### config.mk
export PLATFORM = sky130hd
export DESIGN_NAME = sdma_engine
export DESIGN_NICKNAME = d
export VERILOG_FILES = /design/src/rtl/sdma_pkg.sv /design/src/rtl/sdma_cfg.sv /design/src/rtl/sdma_xfer.sv /design/src/rtl/sdma_irq.sv /design/src/rtl/sdma_engine.sv
export SDC_FILE = /design/constraint.sdc
export NUM_CORES = 1
export LEC_CHECK = 0
export CAP_MARGIN = 20
export CORE_MARGIN = 8
export CORE_UTILIZATION = 46
export CTS_CLUSTER_DIAMETER = 30
export CTS_CLUSTER_SIZE = 28
export DETAILED_ROUTE_END_ITERATION = 16
export PLACE_DENSITY_LB_ADDON = 0.3
export SLEW_MARGIN = 20
export SYNTH_ARGS = -nofsm -noshare
export SYNTH_HDL_FRONTEND = slang
export SYNTH_HIERARCHICAL = 1
export SYNTH_SLANG_ARGS = --single-unit
### constraint.sdc
create_clock -name clk -period 3 [get_ports clk]
set_input_delay 0.45 -clock clk [delete_from_list [all_inputs] [get_ports clk]]
set_output_delay 0.45 -clock clk [all_outputs]
set_load 0.01 [all_outputs]
### src/rtl/sdma_pkg.sv
package sdma_pkg;
  typedef enum logic [2:0] {
    RG_SADDR  = 3'd0,
    RG_BLKCFG = 3'd1,
    RG_BLKCNT = 3'd2,
    RG_MODE   = 3'd3,
    RG_HCTL   = 3'd4,
    RG_ISTAT  = 3'd5,
    RG_IEN    = 3'd6,
    RG_ISIG   = 3'd7
  } reg_sel_e;

  localparam int MD_DMA   = 0;
  localparam int MD_CNT   = 1;
  localparam int MD_DIR   = 4;
  localparam int MD_MULTI = 5;
  localparam int HC_DSEL  = 3;
  localparam int ST_DONE  = 1;
  localparam int ST_BOUND = 3;
  localparam int BASE_SH  = 12;
endpackage

### src/rtl/sdma_cfg.sv
module sdma_cfg #(
  parameter int AW     = 32,
  parameter int BSZ_W  = 12,
  parameter int BND_W  = 3,
  parameter int BCNT_W = 16
) (
  input  logic              clk,
  input  logic              rst,
  input  logic              wr_addr,
  input  logic              wr_blkcfg,
  input  logic              wr_blkcnt,
  input  logic              wr_hctl,
  input  logic [AW-1:0]     wdata,
  output logic [AW-1:0]     saddr,
  output logic [BSZ_W-1:0]  bsz,
  output logic [BND_W-1:0]  bnd,
  output logic [BCNT_W-1:0] bcnt,
  output logic [1:0]        dsel
);
  import sdma_pkg::*;

  always_ff @(posedge clk) begin
    if (rst) begin
      saddr <= '0;
      bsz   <= '0;
      bnd   <= '0;
      bcnt  <= '0;
      dsel  <= '0;
    end else begin
      if (wr_addr)   saddr <= wdata;
      if (wr_blkcfg) begin
        bsz <= wdata[BSZ_W-1:0];
        bnd <= wdata[BSZ_W+BND_W-1:BSZ_W];
      end
      if (wr_blkcnt) bcnt <= wdata[BCNT_W-1:0];
      if (wr_hctl)   dsel <= wdata[HC_DSEL+1:HC_DSEL];
    end
  end
endmodule

### src/rtl/sdma_xfer.sv
module sdma_xfer #(
  parameter int AW     = 32,
  parameter int DW     = 32,
  parameter int BSZ_W  = 12,
  parameter int BND_W  = 3,
  parameter int BCNT_W = 16
) (
  input  logic              clk,
  input  logic              rst,
  input  logic              start_wr,
  input  logic              md_dma,
  input  logic              md_cnt,
  input  logic              md_dir,
  input  logic              md_multi,
  input  logic [AW-1:0]     cfg_addr,
  input  logic [BSZ_W-1:0]  cfg_bsz,
  input  logic [BND_W-1:0]  cfg_bnd,
  input  logic [BCNT_W-1:0] cfg_bcnt,
  input  logic [1:0]        cfg_dsel,
  input  logic              addr_wr,
  input  logic [AW-1:0]     addr_wdata,
  output logic              mem_valid,
  input  logic              mem_ready,
  output logic              mem_we,
  output logic [AW-1:0]     mem_addr,
  output logic [DW-1:0]     mem_wdata,
  input  logic [DW-1:0]     mem_rdata,
  input  logic              buf_in_valid,
  output logic              buf_in_ready,
  input  logic [DW-1:0]     buf_in_data,
  output logic              buf_out_valid,
  input  logic              buf_out_ready,
  output logic [DW-1:0]     buf_out_data,
  output logic              ev_done,
  output logic              ev_bound
);
  import sdma_pkg::*;

  localparam int WPB_W = BSZ_W - 2;

  logic              busy_q, paused_q, dir_q;
  logic [AW-1:0]     addr_q;
  logic [WPB_W-1:0]  wpb_q, wleft_q;
  logic [BCNT_W-1:0] bleft_q;
  logic [BND_W-1:0]  bnd_q;

  logic [WPB_W-1:0]  wpb_w;
  logic [BCNT_W-1:0] blocks_w;
  logic              start_ok, zero_w, active, accept, last_w, cross_w;
  logic [AW-1:0]     addr_inc, bnd_mask;

  assign wpb_w    = cfg_bsz[BSZ_W-1:2];
  assign blocks_w = (md_multi && md_cnt) ? cfg_bcnt : BCNT_W'(1);
  assign start_ok = start_wr && md_dma && (cfg_dsel == 2'b00) && !busy_q;
  assign zero_w   = (wpb_w == '0) || (blocks_w == '0);

  assign active       = busy_q && !paused_q;
  assign mem_valid    = active && (dir_q ? buf_in_valid : buf_out_ready);
  assign buf_in_ready = active && dir_q && mem_ready;
  assign accept       = mem_valid && mem_ready;
  assign mem_we       = dir_q;
  assign mem_addr     = addr_q;
  assign mem_wdata    = buf_in_data;
  assign buf_out_valid = accept && !dir_q;
  assign buf_out_data  = mem_rdata;

  assign last_w   = (wleft_q == WPB_W'(1)) && (bleft_q == BCNT_W'(1));
  assign addr_inc = addr_q + AW'(4);
  assign bnd_mask = (AW'(1) << (BASE_SH + int'(bnd_q))) - AW'(1);
  assign cross_w  = (addr_inc & bnd_mask) == '0;

  assign ev_done  = (start_ok && zero_w) || (accept && last_w);
  assign ev_bound = accept && !last_w && cross_w;

  always_ff @(posedge clk) begin
    if (rst) begin
      busy_q   <= 1'b0;
      paused_q <= 1'b0;
      dir_q    <= 1'b0;
      addr_q   <= '0;
      wpb_q    <= '0;
      wleft_q  <= '0;
      bleft_q  <= '0;
      bnd_q    <= '0;
    end else if (start_ok) begin
      busy_q   <= !zero_w;
      paused_q <= 1'b0;
      dir_q    <= md_dir;
      addr_q   <= {cfg_addr[AW-1:2], 2'b00};
      wpb_q    <= wpb_w;
      wleft_q  <= wpb_w;
      bleft_q  <= blocks_w;
      bnd_q    <= cfg_bnd;
    end else if (busy_q) begin
      if (paused_q && addr_wr) begin
        addr_q   <= {addr_wdata[AW-1:2], 2'b00};
        paused_q <= 1'b0;
      end else if (accept) begin
        addr_q <= addr_inc;
        if (last_w) begin
          busy_q <= 1'b0;
        end else begin
          if (wleft_q == WPB_W'(1)) begin
            wleft_q <= wpb_q;
            bleft_q <= bleft_q - BCNT_W'(1);
          end else begin
            wleft_q <= wleft_q - WPB_W'(1);
          end
          if (cross_w) paused_q <= 1'b1;
        end
      end
    end
  end

  // each accepted word moves the address on by one word
  p_step_r2: assert property (@(posedge clk) disable iff (rst)
    accept |=> mem_addr == $past(mem_addr) + AW'(4));
  // after a boundary event the port stays quiet
  p_pause_r5: assert property (@(posedge clk) disable iff (rst)
    ev_bound |=> !mem_valid);
  // resume lands on the address software wrote
  p_resume_r6: assert property (@(posedge clk) disable iff (rst)
    (busy_q && paused_q && addr_wr) |=> mem_addr == {$past(addr_wdata[AW-1:2]), 2'b00});
  // completion and boundary never fire together
  p_single_r7: assert property (@(posedge clk) disable iff (rst)
    ev_done |-> !ev_bound);
endmodule

### src/rtl/sdma_irq.sv
module sdma_irq #(
  parameter int IW = 16
) (
  input  logic          clk,
  input  logic          rst,
  input  logic          wr_stat,
  input  logic          wr_en,
  input  logic          wr_sig,
  input  logic [IW-1:0] wdata,
  input  logic [IW-1:0] ev,
  output logic [IW-1:0] status,
  output logic          irq
);
  logic [IW-1:0] stat_q, en_q, sig_q, stat_nxt, sig_nxt;

  for (genvar k = 0; k < IW; k++) begin : g_bit
    assign stat_nxt[k] = (stat_q[k] && !(wr_stat && wdata[k])) || (ev[k] && en_q[k]);
  end
  assign sig_nxt = wr_sig ? wdata : sig_q;

  always_ff @(posedge clk) begin
    if (rst) begin
      stat_q <= '0;
      en_q   <= '0;
      sig_q  <= '0;
      irq    <= 1'b0;
    end else begin
      stat_q <= stat_nxt;
      sig_q  <= sig_nxt;
      if (wr_en) en_q <= wdata;
      irq    <= |(stat_nxt & sig_nxt);
    end
  end
  assign status = stat_q;

  // a bit written as 1 with no new event is clear afterwards
  p_w1c_r8: assert property (@(posedge clk) disable iff (rst)
    (wr_stat && wdata[1] && !ev[1]) |=> !stat_q[1]);
  // a recorded bit holds while nothing clears it
  p_hold_r8: assert property (@(posedge clk) disable iff (rst)
    (stat_q[3] && !(wr_stat && wdata[3])) |=> stat_q[3]);
  // a masked-off event cannot set its bit
  p_gate_r9: assert property (@(posedge clk) disable iff (rst)
    (!en_q[3] && !stat_q[3]) |=> !stat_q[3]);
  // interrupt line agrees with the recorded and signal-enabled bits
  p_irq_r10: assert property (@(posedge clk) disable iff (rst)
    irq == |(stat_q & sig_q));
endmodule

### src/rtl/sdma_engine.sv
module sdma_engine #(
  parameter int AW     = 32,
  parameter int DW     = 32,
  parameter int BSZ_W  = 12,
  parameter int BND_W  = 3,
  parameter int BCNT_W = 16,
  parameter int IW     = 16
) (
  input  logic          clk,
  input  logic          rst,
  input  logic          reg_wr,
  input  logic [2:0]    reg_sel,
  input  logic [AW-1:0] reg_wdata,
  output logic [IW-1:0] int_status,
  output logic          irq,
  output logic          mem_valid,
  input  logic          mem_ready,
  output logic          mem_we,
  output logic [AW-1:0] mem_addr,
  output logic [DW-1:0] mem_wdata,
  input  logic [DW-1:0] mem_rdata,
  input  logic          buf_in_valid,
  output logic          buf_in_ready,
  input  logic [DW-1:0] buf_in_data,
  output logic          buf_out_valid,
  input  logic          buf_out_ready,
  output logic [DW-1:0] buf_out_data
);
  import sdma_pkg::*;

  logic              wr_addr, wr_blkcfg, wr_blkcnt, wr_mode, wr_hctl;
  logic              wr_stat, wr_en, wr_sig;
  logic [AW-1:0]     c_saddr;
  logic [BSZ_W-1:0]  c_bsz;
  logic [BND_W-1:0]  c_bnd;
  logic [BCNT_W-1:0] c_bcnt;
  logic [1:0]        c_dsel;
  logic              ev_done, ev_bound;
  logic [IW-1:0]     ev_vec;

  assign wr_addr   = reg_wr && (reg_sel == RG_SADDR);
  assign wr_blkcfg = reg_wr && (reg_sel == RG_BLKCFG);
  assign wr_blkcnt = reg_wr && (reg_sel == RG_BLKCNT);
  assign wr_mode   = reg_wr && (reg_sel == RG_MODE);
  assign wr_hctl   = reg_wr && (reg_sel == RG_HCTL);
  assign wr_stat   = reg_wr && (reg_sel == RG_ISTAT);
  assign wr_en     = reg_wr && (reg_sel == RG_IEN);
  assign wr_sig    = reg_wr && (reg_sel == RG_ISIG);

  always_comb begin
    ev_vec           = '0;
    ev_vec[ST_DONE]  = ev_done;
    ev_vec[ST_BOUND] = ev_bound;
  end

  sdma_cfg #(.AW(AW), .BSZ_W(BSZ_W), .BND_W(BND_W), .BCNT_W(BCNT_W)) u_cfg (
    .clk(clk), .rst(rst),
    .wr_addr(wr_addr), .wr_blkcfg(wr_blkcfg), .wr_blkcnt(wr_blkcnt), .wr_hctl(wr_hctl),
    .wdata(reg_wdata),
    .saddr(c_saddr), .bsz(c_bsz), .bnd(c_bnd), .bcnt(c_bcnt), .dsel(c_dsel)
  );

  sdma_xfer #(.AW(AW), .DW(DW), .BSZ_W(BSZ_W), .BND_W(BND_W), .BCNT_W(BCNT_W)) u_xfer (
    .clk(clk), .rst(rst),
    .start_wr(wr_mode),
    .md_dma(reg_wdata[MD_DMA]), .md_cnt(reg_wdata[MD_CNT]),
    .md_dir(reg_wdata[MD_DIR]), .md_multi(reg_wdata[MD_MULTI]),
    .cfg_addr(c_saddr), .cfg_bsz(c_bsz), .cfg_bnd(c_bnd), .cfg_bcnt(c_bcnt), .cfg_dsel(c_dsel),
    .addr_wr(wr_addr), .addr_wdata(reg_wdata),
    .mem_valid(mem_valid), .mem_ready(mem_ready), .mem_we(mem_we), .mem_addr(mem_addr),
    .mem_wdata(mem_wdata), .mem_rdata(mem_rdata),
    .buf_in_valid(buf_in_valid), .buf_in_ready(buf_in_ready), .buf_in_data(buf_in_data),
    .buf_out_valid(buf_out_valid), .buf_out_ready(buf_out_ready), .buf_out_data(buf_out_data),
    .ev_done(ev_done), .ev_bound(ev_bound)
  );

  sdma_irq #(.IW(IW)) u_irq (
    .clk(clk), .rst(rst),
    .wr_stat(wr_stat), .wr_en(wr_en), .wr_sig(wr_sig),
    .wdata(reg_wdata[IW-1:0]), .ev(ev_vec),
    .status(int_status), .irq(irq)
  );
endmodule

### Yosys cells after proc, flatten, opt, wreduce, memory -nomap -nowiden

Index checks and enable logic that the tools add are counted.

* output and inout port bits: 117
* word-level logic and storage cells: 167
* input port bits: 105
* register bits: 176

* bitwise gates (word level): 2
* multiplexer cells: 28
* add/sub/neg operators: 5
* shift operators: 1
* equality and inequality tests: 12
* reductions and logical operators: 101

Operator list (count)
* $mux W16: 8
* $mux W32: 4
* $mux W10: 6
* $logic_and A1 B1 Y1: 58
* $add A32 B3 Y32 const B: 1
* $and A32 B32 Y32: 1
* $logic_not A32 Y1: 1
* $shl A1 B32 Y32 const A: 1
* $sub A32 B2 Y32 const B: 1
* $logic_not A1 Y1: 21
* $and A16 B16 Y16: 1
* $eq A16 B1 Y1 const B: 1
* $logic_not A16 Y1: 1
* $reduce_or A16 Y1: 1
* $sub A16 B1 Y16 const B: 1
* $eq A3 B3 Y1 const B: 4
* $eq A10 B1 Y1 const B: 1
* $logic_not A10 Y1: 1
* $mux W1: 10
* $reduce_bool A2 Y1: 5
* $sub A10 B1 Y10 const B: 1
* $reduce_and A4 Y1: 2
* $eq A3 B2 Y1 const B: 2
* $add A4 B3 Y5 const A: 1
* 10 further kinds: 15

### Longest topological paths before layout

Gate-level depths: netlist of the first run.

* depth in word-level cells: 11
* gate-level depth with buffers: 13
* mapped depth without buffers: 13

### Hierarchy

The synthesis of the first run kept the hierarchy.

By module, submodules not included
* sdma_xfer: area each 5172.5 µm², seq. area each 1481.4 µm², times used 1, cells an instance 708
* sdma_cfg: area each 2363.5 µm², seq. area each 1301.2 µm², times used 1, cells an instance 210
* sdma_irq: area each 1816.7 µm², seq. area each 980.9 µm², times used 1, cells an instance 183
* sdma_engine: area each 100.1 µm², seq. area each 0.0 µm², times used 1, cells an instance 9

### Least setup slack after synthesis of the first run

Ideal clock, no wire load.

* kind: reg2reg
* start: reg u_xfer.addr_q[2], in the netlist u_xfer/mem_addr[2]
* end: reg u_irq.irq
* data required time: 2.868 ns
* path slack: 0.130 ns
* cell stages (with the launch flop): 13
* buffers on the path: 0
* arrival: 2.738 ns
* setup time: 0.132 ns
* period minus slack after synthesis: 2.870 ns
* cell sequence: dfxtp_1 ha_1 nand3_1 nor4_2 nand3_1 xor2_1 o32ai_1 nor4_1 and2_1 a22oi_1 o22ai_1 nor4_1 a21oi_1

* longest elaborated chain between the ends: 8

Ends and longest elaborated chain
* start: declaration: line sdma_xfer.sv:42 `logic [AW-1:0] addr_q;`
* start signal: assignment: line sdma_xfer.sv:89 `addr_q <= {cfg_addr[AW-1:2], 2'b00};`
* start signal: assignment: line sdma_xfer.sv:96 `addr_q <= {addr_wdata[AW-1:2], 2'b00};`
* start signal: assignment: line sdma_xfer.sv:99 `addr_q <= addr_inc;`
* $add A32 B3 Y32: line sdma_xfer.sv:68 `assign addr_inc = addr_q + AW'(4);`
* $and A32 B32 Y32: line sdma_xfer.sv:70 `assign cross_w = (addr_inc & bnd_mask) == '0;`
* $logic_not A32 Y1: line sdma_xfer.sv:70
* $logic_and A1 B1 Y1: line sdma_xfer.sv:73 `assign ev_bound = accept && !last_w && cross_w;`
* net ev_bound: line sdma_engine.sv:38 `logic ev_done, ev_bound;`
* $logic_and A1 B1 Y1: line sdma_irq.sv:17 `assign stat_nxt[k] = (stat_q[k] && !(wr_stat && wdata[k])) || (ev[k] && en_q[k]);`
* $logic_or A1 B1 Y1: line sdma_irq.sv:17
* $and A16 B16 Y16: line sdma_irq.sv:31 `irq <= |(stat_nxt & sig_nxt);`
* $reduce_or A16 Y1: line sdma_irq.sv:31
* end signal: assignment: line sdma_irq.sv:31
* end: declaration: line sdma_irq.sv:12 `output logic irq`

The timed path passes the listed nets, and every way through them passes these cells.
A chain may end at the register's enable or synchronous reset.

### Worst setup path in the final report of the first run

* start: reg u_xfer.addr_q[14], in the netlist u_xfer/mem_addr[14]
* end: reg u_irq.irq

The elaborated chain is that of the path after synthesis.

==> results of run 1 <==
## area by class of cell
cell class	count	share of cell area, %
clock inverters	15	1.46
multi-input cells	782	44.3
well taps	270	3.10
repair buffers	155	13.1
clock buffers	17	3.90
flip-flops and latches	184	33.8
inverters	7	0.241
## worst max-delay path: cells and delay by family (launching register included)
family / cells / cell delay, ns
compound gates: 4 / 0.72
xor+xnor: 1 / 0.06
buf+inv: 1 / 0.20
flops: 1 / 0.48
simple gates: 5 / 1.27
## metal layers
metal	global-route usage (%)	up-vias	wire length, µm
met3	3.94	62	2120
met2	31.6	369	11700
met1	29.3	3872	12100
met4	6.74	0	525
li1	-	3939	-
met5	0	-	0
## state kept, by name, indices dropped and copies added, names as in the netlist, 16 cells and up
signal           cells
u_xfer/bleft_q      16
u_cfg/bcnt          16
u_cfg/saddr         30
u_irq/en_q          16
u_irq/sig_q         16
u_xfer/mem_addr     32
u_irq/status        16
## through the flow
stage	hold slack (ns)	setup WS [ns]	instances	instance area, µm²
final	0.451	0.140	1430	10900
after CTS	0.454	0.138	1430	10800
after floorplan	0.431	0.130	1111	9370
after detailed placement	0.444	0.0814	1398	10200
after global routing	0.474	-0.0600	1430	10900
after global placement	0.439	0.191	1398	10200
## where the power goes
part           total, mW  switching [mW]  internal [mW]
logic              0.324           0.185          0.139
clock network       2.24            1.06           1.18
registers           2.50          0.0247           2.48
## worst max-delay path by stage
stage | from | end | slack [ns] | cells past startpoint
after global routing | u_xfer/mem_addr[14]$_SDFFE_PP0P_ | u_irq/irq$_SDFF_PP0_ | -0.06 | 11
after detailed placement | reg_sel[1] | u_xfer/mem_addr[30]$_SDFFE_PP0P_ | 0.08 | 9
after CTS | u_xfer/mem_addr[3]$_SDFFE_PP0P_ | u_irq/irq$_SDFF_PP0_ | 0.14 | 12
after floorplan | u_xfer/mem_addr[2]$_SDFFE_PP0P_ | u_irq/irq$_SDFF_PP0_ | 0.13 | 12
after global placement | reg_sel[1] | u_xfer/mem_addr[30]$_SDFFE_PP0P_ | 0.19 | 9
final | u_xfer/mem_addr[14]$_SDFFE_PP0P_ | u_irq/irq$_SDFF_PP0_ | 0.14 | 11
==> results.cfg, run 1 <==
[routing]
drtIter0Drc = 736
first_pass_iters = 7
wl_per_cell_um = 18.4
ant_nets = 0
num_vias = 8242
drcViolationCount = 0
wl_mm = 26.4
vias_per_cell = 5.76

[final_layout]
nFillCells = 1889
final-seq-area_um2 = 3690
final_cell_mix = 197 x nor2_1, 182 x dfxtp_1, 97 x nand2_1
fin_util_pct = 54.4
area_growth_syn_to_layout_pct = 17.0
drive_gt1_share_pct = 10.9
fin_nets = 1258
antenna_cells = 0
final_common_cell = nor2_1
multi_input_area_um2 = 4830

[die]
num_rows = 52
die_area_um2 = 25100
coreArea_um2 = 20000
dieHeight_um = 158
initial_utilization_pct = 46.5
die_x_um = 158
ioPinCount = 222

[placement]
gp_congestion = 0.929
hpwl_mm = 18.6
numPortBuffers = 93

[critical_path]
cp-start-kind = register
criticalPathCategory = register to register
reg2reg_to = u_irq/irq$_SDFF_PP0_
crit_path_max_fanout = 6
slowest_stage = dfxtp_1
ff2ff_path_depth = 11
rrSetupSlack_ns = 0.14
worstPathArrival_ns = 3.17
crit_chain = nand4_1 > nor4_4 > buf_4 > xnor2_1 > o21ai_0 > nor4_2 > and2_1 > a22oi_1 > o22ai_1 > nor4_1 > a21oi_1
reg2reg_from = u_xfer/mem_addr[14]$_SDFFE_PP0P_
critPathMaxStageDelay_ns = 0.48
end_kind = register
critPathRequiredTime_ns = 3.31

[cts]
cts_setup_buffers = 0
cts.path.max_buffers = 2
ctsHtreeMaxLevel = 4
path_clk_slew_ns = 0.07
cts_made_buffers = 17
cts_tree = yes
hold_buffers = 0
cts_root_buf = clkbuf_16
worstSkewPairLatency_ns = 0.43
numClockSinks = 184
cts_resized = 0

[pwr]
p_leak_nw = 3.84
cellPowerDensity_nw_per_um2 = 465
total_power_mw = 5.06
irDropWorstVdd_uv = 394

[global_route]
grt_first_pass_wirelength_mm = 41.8
grt_use_total_pct = 20.9
grt_pass1_vias = 7680
antenna_found_initial = 0
grt_max_degree = 45
grt_overflow_total = 0

[hold_path]
hp-start = u_xfer/wpb_q[1]$_SDFFE_PP0P_
holdPathEnd = u_xfer/wpb_q[1]$_SDFFE_PP0P_
whs_path_depth = 2
min_path_type = register to register

[synthesis]
synth_cells = 1098
syn_avg_cell_area_um2 = 8.49
ys_warn_count = 6
synthesis.area_um2 = 9320

[sta]
worstMarginPinSlew_ns = 0.771
fin_skew_ns = 0.00843
drv_slew = 0
fin_crit_sh_pct = 95.3
finalSetupTns_ns = 0
layout_min_cycle_time_ns = 2.86
hold_viol_final = 0
fmax_ghz = 0.350
setup_viol = 0
slew-limit-headroom_pct = 48.4

[run_status]
status = finished, final reports clean

[flow_run]
drv_cap = 0
Power figures use the tool's default switching activity.
==> run 2: changes to the inputs <==
--- a/config.mk
+++ b/config.mk
@@ -5,9 +5,10 @@
 export SDC_FILE = /design/constraint.sdc
 export NUM_CORES = 1
 export LEC_CHECK = 0
+export ABC_AREA = 1
 export CAP_MARGIN = 20
 export CORE_MARGIN = 8
-export CORE_UTILIZATION = 46
+export CORE_UTILIZATION = 47
 export CTS_CLUSTER_DIAMETER = 30
 export CTS_CLUSTER_SIZE = 28
 export DETAILED_ROUTE_END_ITERATION = 16
==> run 2 against run 1 <==
Utilization fell by 0.76 points. Clock-buffer cell count is the same. Area after synthesis rose by 8.6%. Clock power up 3%. Non-clock buffer count decreased by 34. Sequential cell count stayed put. Total power rose by 3.8%.
==> results.cfg, run 2 <==
[placement]
numPortBuffers = 93
hpwl_mm = 20.5
numPlacedInstances = 1795
gp_congestion = 0.887

[pwr]
cellPowerDensity_nw_per_um2 = 465
total_power_mw = 5.26
p_leak_nw = 4.55
irDropWorstVdd_uv = 326

[die]
die_x_um = 163
dieHeight_um = 163
coreArea_um2 = 21100
num_rows = 53
initial_utilization_pct = 48.0
die_area_um2 = 26500
ioPinCount = 222

[global_route]
grt_use_total_pct = 21.0
grt_first_pass_wirelength_mm = 45.2
antenna_found_initial = 0
grt_overflow_total = 0
use_met2_pct = 31.7
grt_pass1_vias = 8699
busiest_layer = met2
grt_max_degree = 82
grtUsageMet3_pct = 4.75
use_met1_pct = 28.3

[routing]
wl_mm = 28.8
drcViolationCount = 0
first_pass_iters = 5
wl_per_cell_um = 15.8
ant_nets = 0
num_vias = 9630
vias_per_cell = 5.27
drtIter0Drc = 822

[sta]
setup_viol = 0
hold_viol_final = 0
slew-limit-headroom_pct = 38.5
finalSetupTns_ns = 0
fin_skew_ns = 0.0135
worstMarginPinSlew_ns = 0.922
rsz0062_at_grt = false
fin_crit_sh_pct = 87.4
fmax_ghz = 0.381
drv_slew = 0
layout_min_cycle_time_ns = 2.62
fin_hold_ws_ns = 0.458

[final_layout]
fin_cells = 1827
nFillCells = 2050
final_cell_mix = 429 x nand2_1, 220 x nor2_1, 184 x dfxtp_1
fin_nets = 1650
fin_util_pct = 53.6
largest_reg_flops = 32
antenna_cells = 0
final_common_cell = nand2_1
drive_gt1_share_pct = 7.99
area_growth_syn_to_layout_pct = 11.7

[cts]
cts_root_buf = clkbuf_16
cts.path.max_buffers = 2
cts_made_buffers = 17
cts_tree = yes
cts_setup_buffers = 0
path_clk_slew_ns = 0.07
cts_resized = 0
worstSkewPairLatency_ns = 0.43
numClockSinks = 184
ctsHtreeMaxLevel = 4
hold_buffers = 0

[critical_path]
ff2ff_path_depth = 19
crit_path_max_fanout = 7
worstPathArrival_ns = 2.17
end_kind = primary output
reg2reg_from = u_xfer/mem_addr[3]$_SDFFE_PP0P_
criticalPathCategory = register to primary output
cp-start-kind = register
reg2reg_to = u_irq/irq$_SDFF_PP0_
rrSetupSlack_ns = 0.39
critPathRequiredTime_ns = 2.55

[run_status]
status = finished, final reports clean

[synthesis]
synthesis.area_um2 = 10100
synth_cells = 1518
syn_avg_cell_area_um2 = 6.67
ys_warn_count = 6

[hold_path]
min_path_type = input port to register
whs_path_depth = 4
hp-start = rst
holdPathEnd = u_cfg/bcnt[1]$_SDFFE_PP0P_

[flow_run]
drv_cap = 0
==> run 2: area by class of cell <==
type | instances | area, µm² | area share, %
clock buffer | 17 | 425 | 3.76
sequential | 184 | 3680 | 32.6
timing repair buffer | 121 | 1140 | 10.0
multi-input combinational | 1075 | 5010 | 44.3
clock inverter | 15 | 175 | 1.55
tap | 275 | 344 | 3.04
inverter | 140 | 531 | 4.69
==> run 2: report_power, final <==
group / internal, mW / total (mW) / leakage, nW / switching, mW
Clock: 1.20 / 2.30 / 0.295 / 1.10
Combinational: 0.165 / 0.433 / 2.77 / 0.267
Sequential: 2.49 / 2.53 / 1.49 / 0.0372
==> run 2: metal layers <==
metal / share of wire, % / routed length, µm / vias to the layer above
li1: - / - / 4810
met3: 8.8 / 2530 / 68
met4: 2.9 / 844 / 0
met2: 43 / 12300 / 340
met1: 46 / 13100 / 4412
met5: 0 / 0 / -
==> run 2: worst max-delay path by stage <==
stage	to	start	cells after the start	slack, ns
after floorplan	u_irq/irq$_SDFF_PP0_	u_xfer/mem_addr[3]$_SDFFE_PP0P_	18	0.87
after global placement	u_xfer/bleft_q[14]$_SDFFE_PP0P_	reg_sel[2]	11	0.43
after detailed placement	u_xfer/bleft_q[14]$_SDFFE_PP0P_	reg_sel[2]	11	0.33
after CTS	buf_out_valid	u_xfer/busy_q$_SDFF_PP0_	5	0.40
after global routing	u_irq/irq$_SDFF_PP0_	u_xfer/mem_addr[3]$_SDFFE_PP0P_	19	0.15
final	buf_out_valid	u_xfer/busy_q$_SDFF_PP0_	5	0.38
==> run 2: worst max-delay path: stages, from the launching register on <==
cell and delay [ns]:
dfxtp_1 0.53, nand2_1 0.21, clkinv_1 0.10, nand3_2 0.20
nor2_1 0.15, clkdlybuf4s50_1 0.55
==> run 2: per-stage QoR <==
stage	worst slack (ns)	instance area (µm²)
after floorplan	0.875	10200
after CTS	0.397	11300
after global placement	0.426	10700
after detailed placement	0.327	10700
after global routing	0.148	11300
final	0.379	11300
